## src/rtl/cloop_pkg.sv

```systemverilog
package cloop_pkg;
  // Strobes from control to datapath, one set per clock
  typedef struct packed {
    logic latchSet;   // capture settings into shadows
    logic qualify;    // all conditions true this clock
    logic clearTmr;   // restart run counter
    logic stepTmr;    // advance run counter
    logic dlyHit;     // run reaches loop time this clock
  } strobes_t;
endpackage

```

## src/rtl/cloop_absdiff.sv

```systemverilog
module cloop_absdiff #(
  parameter int W = 12
) (
  input  logic [W-1:0] a,
  input  logic [W-1:0] b,
  input  logic [W-1:0] limit,
  output logic         below
);
  localparam int XW = W + 1;
  logic [XW-1:0] raw;
  logic [XW-1:0] mag;

  always_comb begin
    raw   = {1'b0, a} - {1'b0, b};
    mag   = raw[XW-1] ? (~raw + 1'b1) : raw;
    below = mag < {1'b0, limit};
  end
endmodule

```

## src/rtl/cloop_datapath.sv

```systemverilog
module cloop_datapath
  import cloop_pkg::*;
#(
  parameter int MAG_W = 12,
  parameter int ANG_W = 12,
  parameter int FRQ_W = 16,
  parameter int TMR_W = 10
) (
  input  logic             clk,
  input  logic             rst,
  input  strobes_t         strb,
  input  logic [MAG_W-1:0] refMag,
  input  logic [MAG_W-1:0] synMag,
  input  logic [ANG_W-1:0] refAng,
  input  logic [ANG_W-1:0] synAng,
  input  logic [FRQ_W-1:0] refFreq,
  input  logic [FRQ_W-1:0] synFreq,
  input  logic [MAG_W-1:0] setVoltDiff,
  input  logic [ANG_W-1:0] setAngDiff,
  input  logic [FRQ_W-1:0] setFreqDiff,
  input  logic [MAG_W-1:0] setVoltLow,
  input  logic [MAG_W-1:0] setVoltHigh,
  input  logic [FRQ_W-1:0] setFreqLow,
  input  logic [FRQ_W-1:0] setFreqHigh,
  input  logic [TMR_W-1:0] setLoopTicks,
  output logic             checksPass,
  output logic             nearLimit,
  output logic             atLimit,
  output logic             okOut,
  output logic             dlyOut
);
  localparam int CW = TMR_W + 1;

  // Shadow settings
  logic [MAG_W-1:0] shVoltDiff, shVoltLow, shVoltHigh;
  logic [ANG_W-1:0] shAngDiff;
  logic [FRQ_W-1:0] shFreqDiff, shFreqLow, shFreqHigh;
  logic [TMR_W-1:0] shLoop;
  logic [TMR_W-1:0] runCnt;

  always_ff @(posedge clk) begin
    if (rst) begin
      shVoltDiff <= '0; shVoltLow <= '0; shVoltHigh <= '0;
      shAngDiff  <= '0;
      shFreqDiff <= '0; shFreqLow <= '0; shFreqHigh <= '0;
      shLoop     <= '0;
    end else if (strb.latchSet) begin
      shVoltDiff <= setVoltDiff; shVoltLow <= setVoltLow; shVoltHigh <= setVoltHigh;
      shAngDiff  <= setAngDiff;
      shFreqDiff <= setFreqDiff; shFreqLow <= setFreqLow; shFreqHigh <= setFreqHigh;
      shLoop     <= setLoopTicks;
    end
  end

  // Difference checks
  logic magOk, frqOk, angOk;
  cloop_absdiff #(.W(MAG_W)) u_magDiff (.a(refMag),  .b(synMag),  .limit(shVoltDiff), .below(magOk));
  cloop_absdiff #(.W(FRQ_W)) u_frqDiff (.a(refFreq), .b(synFreq), .limit(shFreqDiff), .below(frqOk));

  logic [ANG_W-1:0] angWrap, angAbs;
  always_comb begin
    angWrap = refAng - synAng;                       // modulo one turn
    angAbs  = angWrap[ANG_W-1] ? (~angWrap + 1'b1) : angWrap;
    angOk   = angAbs < shAngDiff;
  end

  // Window checks (strict)
  logic winOk;
  always_comb begin
    winOk = (refMag  > shVoltLow) && (refMag  < shVoltHigh) &&
            (synMag  > shVoltLow) && (synMag  < shVoltHigh) &&
            (refFreq > shFreqLow) && (refFreq < shFreqHigh) &&
            (synFreq > shFreqLow) && (synFreq < shFreqHigh);
    checksPass = winOk && magOk && angOk && frqOk;
  end

  // Run timer
  always_comb begin
    atLimit   = runCnt >= shLoop;
    nearLimit = ({1'b0, runCnt} + CW'(1)) >= {1'b0, shLoop};
  end

  always_ff @(posedge clk) begin
    if (rst) begin
      runCnt <= '0;
      okOut  <= 1'b0;
      dlyOut <= 1'b0;
    end else begin
      if (strb.clearTmr)     runCnt <= '0;
      else if (strb.stepTmr) runCnt <= runCnt + 1'b1;
      okOut  <= strb.qualify;
      dlyOut <= strb.dlyHit;
    end
  end
endmodule

```

## src/rtl/cloop_control.sv

```systemverilog
module cloop_control
  import cloop_pkg::*;
(
  input  logic     start,
  input  logic     enLoop,
  input  logic     forbidLoop,
  input  logic     coupled,
  input  logic     checksPass,
  input  logic     nearLimit,
  input  logic     atLimit,
  output strobes_t strb
);
  logic enabled;
  always_comb begin
    enabled       = start && enLoop && !(forbidLoop && coupled);
    strb.latchSet = !start;
    strb.qualify  = enabled && checksPass;
    strb.clearTmr = !strb.qualify;
    strb.stepTmr  = strb.qualify && !atLimit;
    strb.dlyHit   = strb.qualify && nearLimit;
  end
endmodule

```

## src/rtl/closeLoopQual.sv

```systemverilog
module closeLoopQual
  import cloop_pkg::*;
#(
  parameter int MAG_W = 12,
  parameter int ANG_W = 12,
  parameter int FRQ_W = 16,
  parameter int TMR_W = 10
) (
  input  logic             clk,
  input  logic             rst,
  input  logic             start,
  input  logic             enLoop,
  input  logic             forbidLoop,
  input  logic             coupled,
  input  logic [MAG_W-1:0] refMag,
  input  logic [MAG_W-1:0] synMag,
  input  logic [ANG_W-1:0] refAng,
  input  logic [ANG_W-1:0] synAng,
  input  logic [FRQ_W-1:0] refFreq,
  input  logic [FRQ_W-1:0] synFreq,
  input  logic [MAG_W-1:0] setVoltDiff,
  input  logic [ANG_W-1:0] setAngDiff,
  input  logic [FRQ_W-1:0] setFreqDiff,
  input  logic [MAG_W-1:0] setVoltLow,
  input  logic [MAG_W-1:0] setVoltHigh,
  input  logic [FRQ_W-1:0] setFreqLow,
  input  logic [FRQ_W-1:0] setFreqHigh,
  input  logic [TMR_W-1:0] setLoopTicks,
  output logic             okOut,
  output logic             dlyOut
);
  strobes_t strb;
  logic checksPass, nearLimit, atLimit;

  cloop_control u_ctrl (
    .start(start), .enLoop(enLoop), .forbidLoop(forbidLoop), .coupled(coupled),
    .checksPass(checksPass), .nearLimit(nearLimit), .atLimit(atLimit), .strb(strb)
  );

  cloop_datapath #(.MAG_W(MAG_W), .ANG_W(ANG_W), .FRQ_W(FRQ_W), .TMR_W(TMR_W)) u_dp (
    .clk(clk), .rst(rst), .strb(strb),
    .refMag(refMag), .synMag(synMag), .refAng(refAng), .synAng(synAng),
    .refFreq(refFreq), .synFreq(synFreq),
    .setVoltDiff(setVoltDiff), .setAngDiff(setAngDiff), .setFreqDiff(setFreqDiff),
    .setVoltLow(setVoltLow), .setVoltHigh(setVoltHigh),
    .setFreqLow(setFreqLow), .setFreqHigh(setFreqHigh), .setLoopTicks(setLoopTicks),
    .checksPass(checksPass), .nearLimit(nearLimit), .atLimit(atLimit),
    .okOut(okOut), .dlyOut(dlyOut)
  );
endmodule

```

## config.mk

```make
export PLATFORM = sky130hd
export DESIGN_NAME = closeLoopQual
export DESIGN_NICKNAME = d
export VERILOG_FILES = /design/src/rtl/cloop_pkg.sv /design/src/rtl/cloop_absdiff.sv /design/src/rtl/cloop_datapath.sv /design/src/rtl/cloop_control.sv /design/src/rtl/closeLoopQual.sv
export SDC_FILE = /design/constraint.sdc
export NUM_CORES = 1
export LEC_CHECK = 0
export BUFFER_PORTS_ARGS = -buffer_cell sky130_fd_sc_hd__buf_2
export CAP_MARGIN = 30
export CORE_ASPECT_RATIO = 2
export CORE_UTILIZATION = 45
export CTS_BUF_LIST = sky130_fd_sc_hd__clkbuf_8
export CTS_CLUSTER_DIAMETER = 30
export DETAILED_ROUTE_END_ITERATION = 7
export PLACE_DENSITY = 0.71
export SKIP_CTS_REPAIR_TIMING = 1
export SLEW_MARGIN = 20
export SYNTH_ARGS = -nofsm -noshare
export SYNTH_HDL_FRONTEND = slang
export SYNTH_HIERARCHICAL = 1
export SYNTH_SLANG_ARGS = --single-unit
```

## constraint.sdc

```tcl
create_clock -name clk -period 17.8 [get_ports clk]
set_clock_uncertainty 0.05 [all_clocks]
set_input_delay 2.67 -clock clk [delete_from_list [all_inputs] [get_ports clk]]
set_output_delay 2.67 -clock clk [all_outputs]
set_load 0.05 [all_outputs]
```

==> results.sh <==
export IMPL_dr_total_vias=9962
export IMPL_worstSetupPathType="input pin to register"
export IMPL_cpMostUsedCell="o21a_1"
export IMPL_holdPathStages=2
export IMPL_cts_sinks=118
export IMPL_num_nets_final=1913
export IMPL_synth_nets=1729
export IMPL_synthCells=1326
export IMPL_clkTransAtPathRegs_ps=80
export IMPL_peakVddDrop_mv=0.0527
export IMPL_worst_setup_path_start_kind="input pin"
export IMPL_status="finished clean"
export IMPL_finalCoreUtilization_pct=52.4
export IMPL_tns_ps=0
export IMPL_r2r_slack_ps=12500
export IMPL_synth_area_mux_share_pct=10.0
export IMPL_synth_edff_count=0
export IMPL_r2r_end="u_dp/runCnt[9]$_SDFFE_PP0P_"
export IMPL_crit_arrival_ps=9810
export IMPL_overflow=0
export IMPL_synthAdderAreaFrac_pct=24.0
export IMPL_yosys_area_share_simple_pct=16.6
export IMPL_slowest_delay_ps=520
export IMPL_cp_required_ps=18130
export IMPL_place_ws_ps=7890
export IMPL_rows=81
export IMPL_area_growth_synth_to_final_pct=14.7
export IMPL_clockBufferDepth=2
export IMPL_drc_errors=0
export IMPL_core_region_area_um2=24300
export IMPL_root_buffer="clkbuf_8"
export IMPL_track_usage_pct=23.6
export IMPL_routabilityCongestion=0.932
export IMPL_path_buf_inv=3
export IMPL_reg2reg_from="u_dp/shFreqDiff[1]$_SDFFE_PP0P_"
export IMPL_min_period_over_period_pct=53.3
export IMPL_final_cell_mix="ha_1 (208), buf_2 (192), nor2_1 (168)"
export IMPL_n_fill_cell=2369
export IMPL_tritoncts="yes"
export IMPL_mostFrequentLayoutCell="ha_1"
export IMPL_dieWidth_um=113
export IMPL_grt_max_degree=68
export IMPL_synth_top_family_by_area="adder cells"
export IMPL_first_iter_violations=341
export IMPL_synth_compound_area_share_pct=15.3
export IMPL_wl_per_cell_um=16.2
export IMPL_ys_seq_elements=118
export IMPL_cts_htree_levels=4
export IMPL_cp_top_family="compound AO/OA/AOI/OAI gates"
export IMPL_syn_area_um2=11100
export IMPL_max_cap_viol_count=0
export IMPL_worstHoldPathType="register to register"
export IMPL_dieArea_um2=25400
export IMPL_cpMaxStageDelayCell="a21oi_1"
export IMPL_start_util_pct=45.7
export IMPL_final_hold_violation_count=0
export IMPL_dpl_cell_area_um2=12400
export IMPL_maxSlewViolCount=0
export IMPL_worstSetupPathDepth=35
export IMPL_fin_crit_ps=9490
export IMPL_crit_start="refFreq[0]"
export IMPL_yosys_warnings=6
export IMPL_ys_seq_area_share_pct=21.3
export IMPL_wirelength_mm=29.4
export IMPL_viasPerCell=5.49
export IMPL_crit_fanout=8
export IMPL_grt_setup_unrepaired="no"
export IMPL_dr_pass1_iters=6
export IMPL_antenna_found_initial=3
export IMPL_multiInputGateArea_um2=8000
export IMPL_yosys_most_used_dff="dfxtp_1"
export IMPL_die_height_um=224
export IMPL_drtAntennaViolNets=0
export IMPL_port_buffers=193
export IMPL_endpoint_kind="register"
export IMPL_finalInstanceArea_um2=12700
export IMPL_crit_end="u_dp/runCnt[9]$_SDFFE_PP0P_"
export IMPL_synthXorXnorAreaFrac_pct=6.14
export IMPL_cts_buffers=17
export IMPL_seq_area_um2=2360
export IMPL_setup_viol=0
export IMPL_power_leakage_nw=6.26
export IMPL_synthArstFlopShare_pct=0
export IMPL_io_pin_count=194
export IMPL_grt_pass1_wl_mm=46.9
export IMPL_drive_gt1_share_pct=17.7
export IMPL_power_total_uw=886
export IMPL_slew_headroom_pct=43.9
export IMPL_dp_hpwl_mm=24.7
export IMPL_synth_area_per_cell_um2=8.38
export IMPL_tightest_slew_ps=829
export IMPL_ys_types=88
export IMPL_power_density_nw_per_um2=69.5
export IMPL_clock_latency_ps=480
export IMPL_fmax_mhz=105
export IMPL_grt_pass1_vias=9986
export IMPL_reg2regPathDepth=24
export IMPL_timing_final_ws_setup_ps=8310
## through the flow
| stage | cells | hold WS, ps |
|---|---|---|
| 2_1_floorplan | 1326 | 404 |
| 3_3_place_gp | 1779 | 424 |
| 3_5_place_dp | 1781 | 431 |
| 4_1_cts | 1813 | 449 |
| 5_1_grt | 1815 | 460 |
| 6_report | 1816 | 445 |
## worst min-delay path: cells and delay by family, from the launching register on
| kind | cells | cell delay, ps |
|---|---|---|
| multiplexers | 1 | 60 |
| AND/OR/NAND/NOR | 1 | 70 |
| flip-flops | 1 | 330 |
## cells by family (layout without fill, tap and decap cells)
| family | count (synthesis) | count (layout) |
|---|---|---|
| mux | 111 | 111 |
| flops | 118 | 118 |
| fa+ha+maj | 211 | 211 |
| simple gates | 370 | 370 |
| other cells | 0 | 3 |
| buf+inv | 195 | 392 |
| compound gates | 244 | 244 |
| xor+xnor | 77 | 77 |
## power breakdown
part / switching (mW) / internal (mW)
clock: 0.125 / 0.118
sequential: 0.00773 / 0.278
combinational: 0.194 / 0.163
## metal layers
layer | global-route usage, % | routed length [µm]
met1 | 22.0 | 10800
met2 | 46.0 | 16000
met3 | 5.12 | 1180
met4 | 13.6 | 1490
met5 | 0 | 13
## sequential cells by signal, summed over array words and instances (netlist names)
name	flops
u_dp/shFreqDiff	16
u_dp/okOut	1
u_dp/runCnt	10
u_dp/dlyOut	1
u_dp/shAngDiff	12
u_dp/shVoltDiff	12
u_dp/shVoltHigh	12
u_dp/shLoop	10
u_dp/shFreqHigh	16
u_dp/shVoltLow	12
u_dp/shFreqLow	16
## how the worst min path moves through the flow
stage	end	from
final	u_dp/shFreqHigh[4]$_SDFFE_PP0P_	u_dp/shFreqHigh[4]$_SDFFE_PP0P_
after CTS	u_dp/shFreqLow[1]$_SDFFE_PP0P_	u_dp/shFreqLow[1]$_SDFFE_PP0P_
after detailed placement	u_dp/shFreqLow[1]$_SDFFE_PP0P_	u_dp/shFreqLow[1]$_SDFFE_PP0P_
after floorplan	u_dp/shFreqDiff[0]$_SDFFE_PP0P_	u_dp/shFreqDiff[0]$_SDFFE_PP0P_
after global routing	u_dp/shFreqLow[12]$_SDFFE_PP0P_	u_dp/shFreqLow[12]$_SDFFE_PP0P_
after global placement	u_dp/shLoop[9]$_SDFFE_PP0P_	u_dp/shLoop[9]$_SDFFE_PP0P_
## area by class of cell
class                           count  area share (%)
Multi-Input combinational cell   1013            62.7
Sequential cell                   118            18.5
Timing Repair Buffer              197            7.99
Inverter                          163            4.84
Tap cell                          290            2.85
Clock buffer                       19            2.05
Clock inverter                     13           0.962
Antenna cell                        3          0.0589
## synth_stat cells (10+ instances only)
library cell	count	area share, %
o21ai_0	39	1.8
o21a_1	15	1.0
inv_1	163	5.5
a21o_1	47	3.2
nand2b_1	17	0.96
xnor2_1	40	3.2
xor2_1	36	2.8
mux2i_1	111	10
a21oi_1	66	3.0
dfxtp_1	118	21
nor2_1	168	5.7
clkbuf_1	20	0.68
ha_1	208	23
nor3_1	19	0.86
nor2b_1	12	0.68
and3_1	10	0.56
nand4_1	26	1.5
nand3_1	23	1.0
nand2_1	45	1.5
No activity file was read; power rests on OpenSTA's default activity.
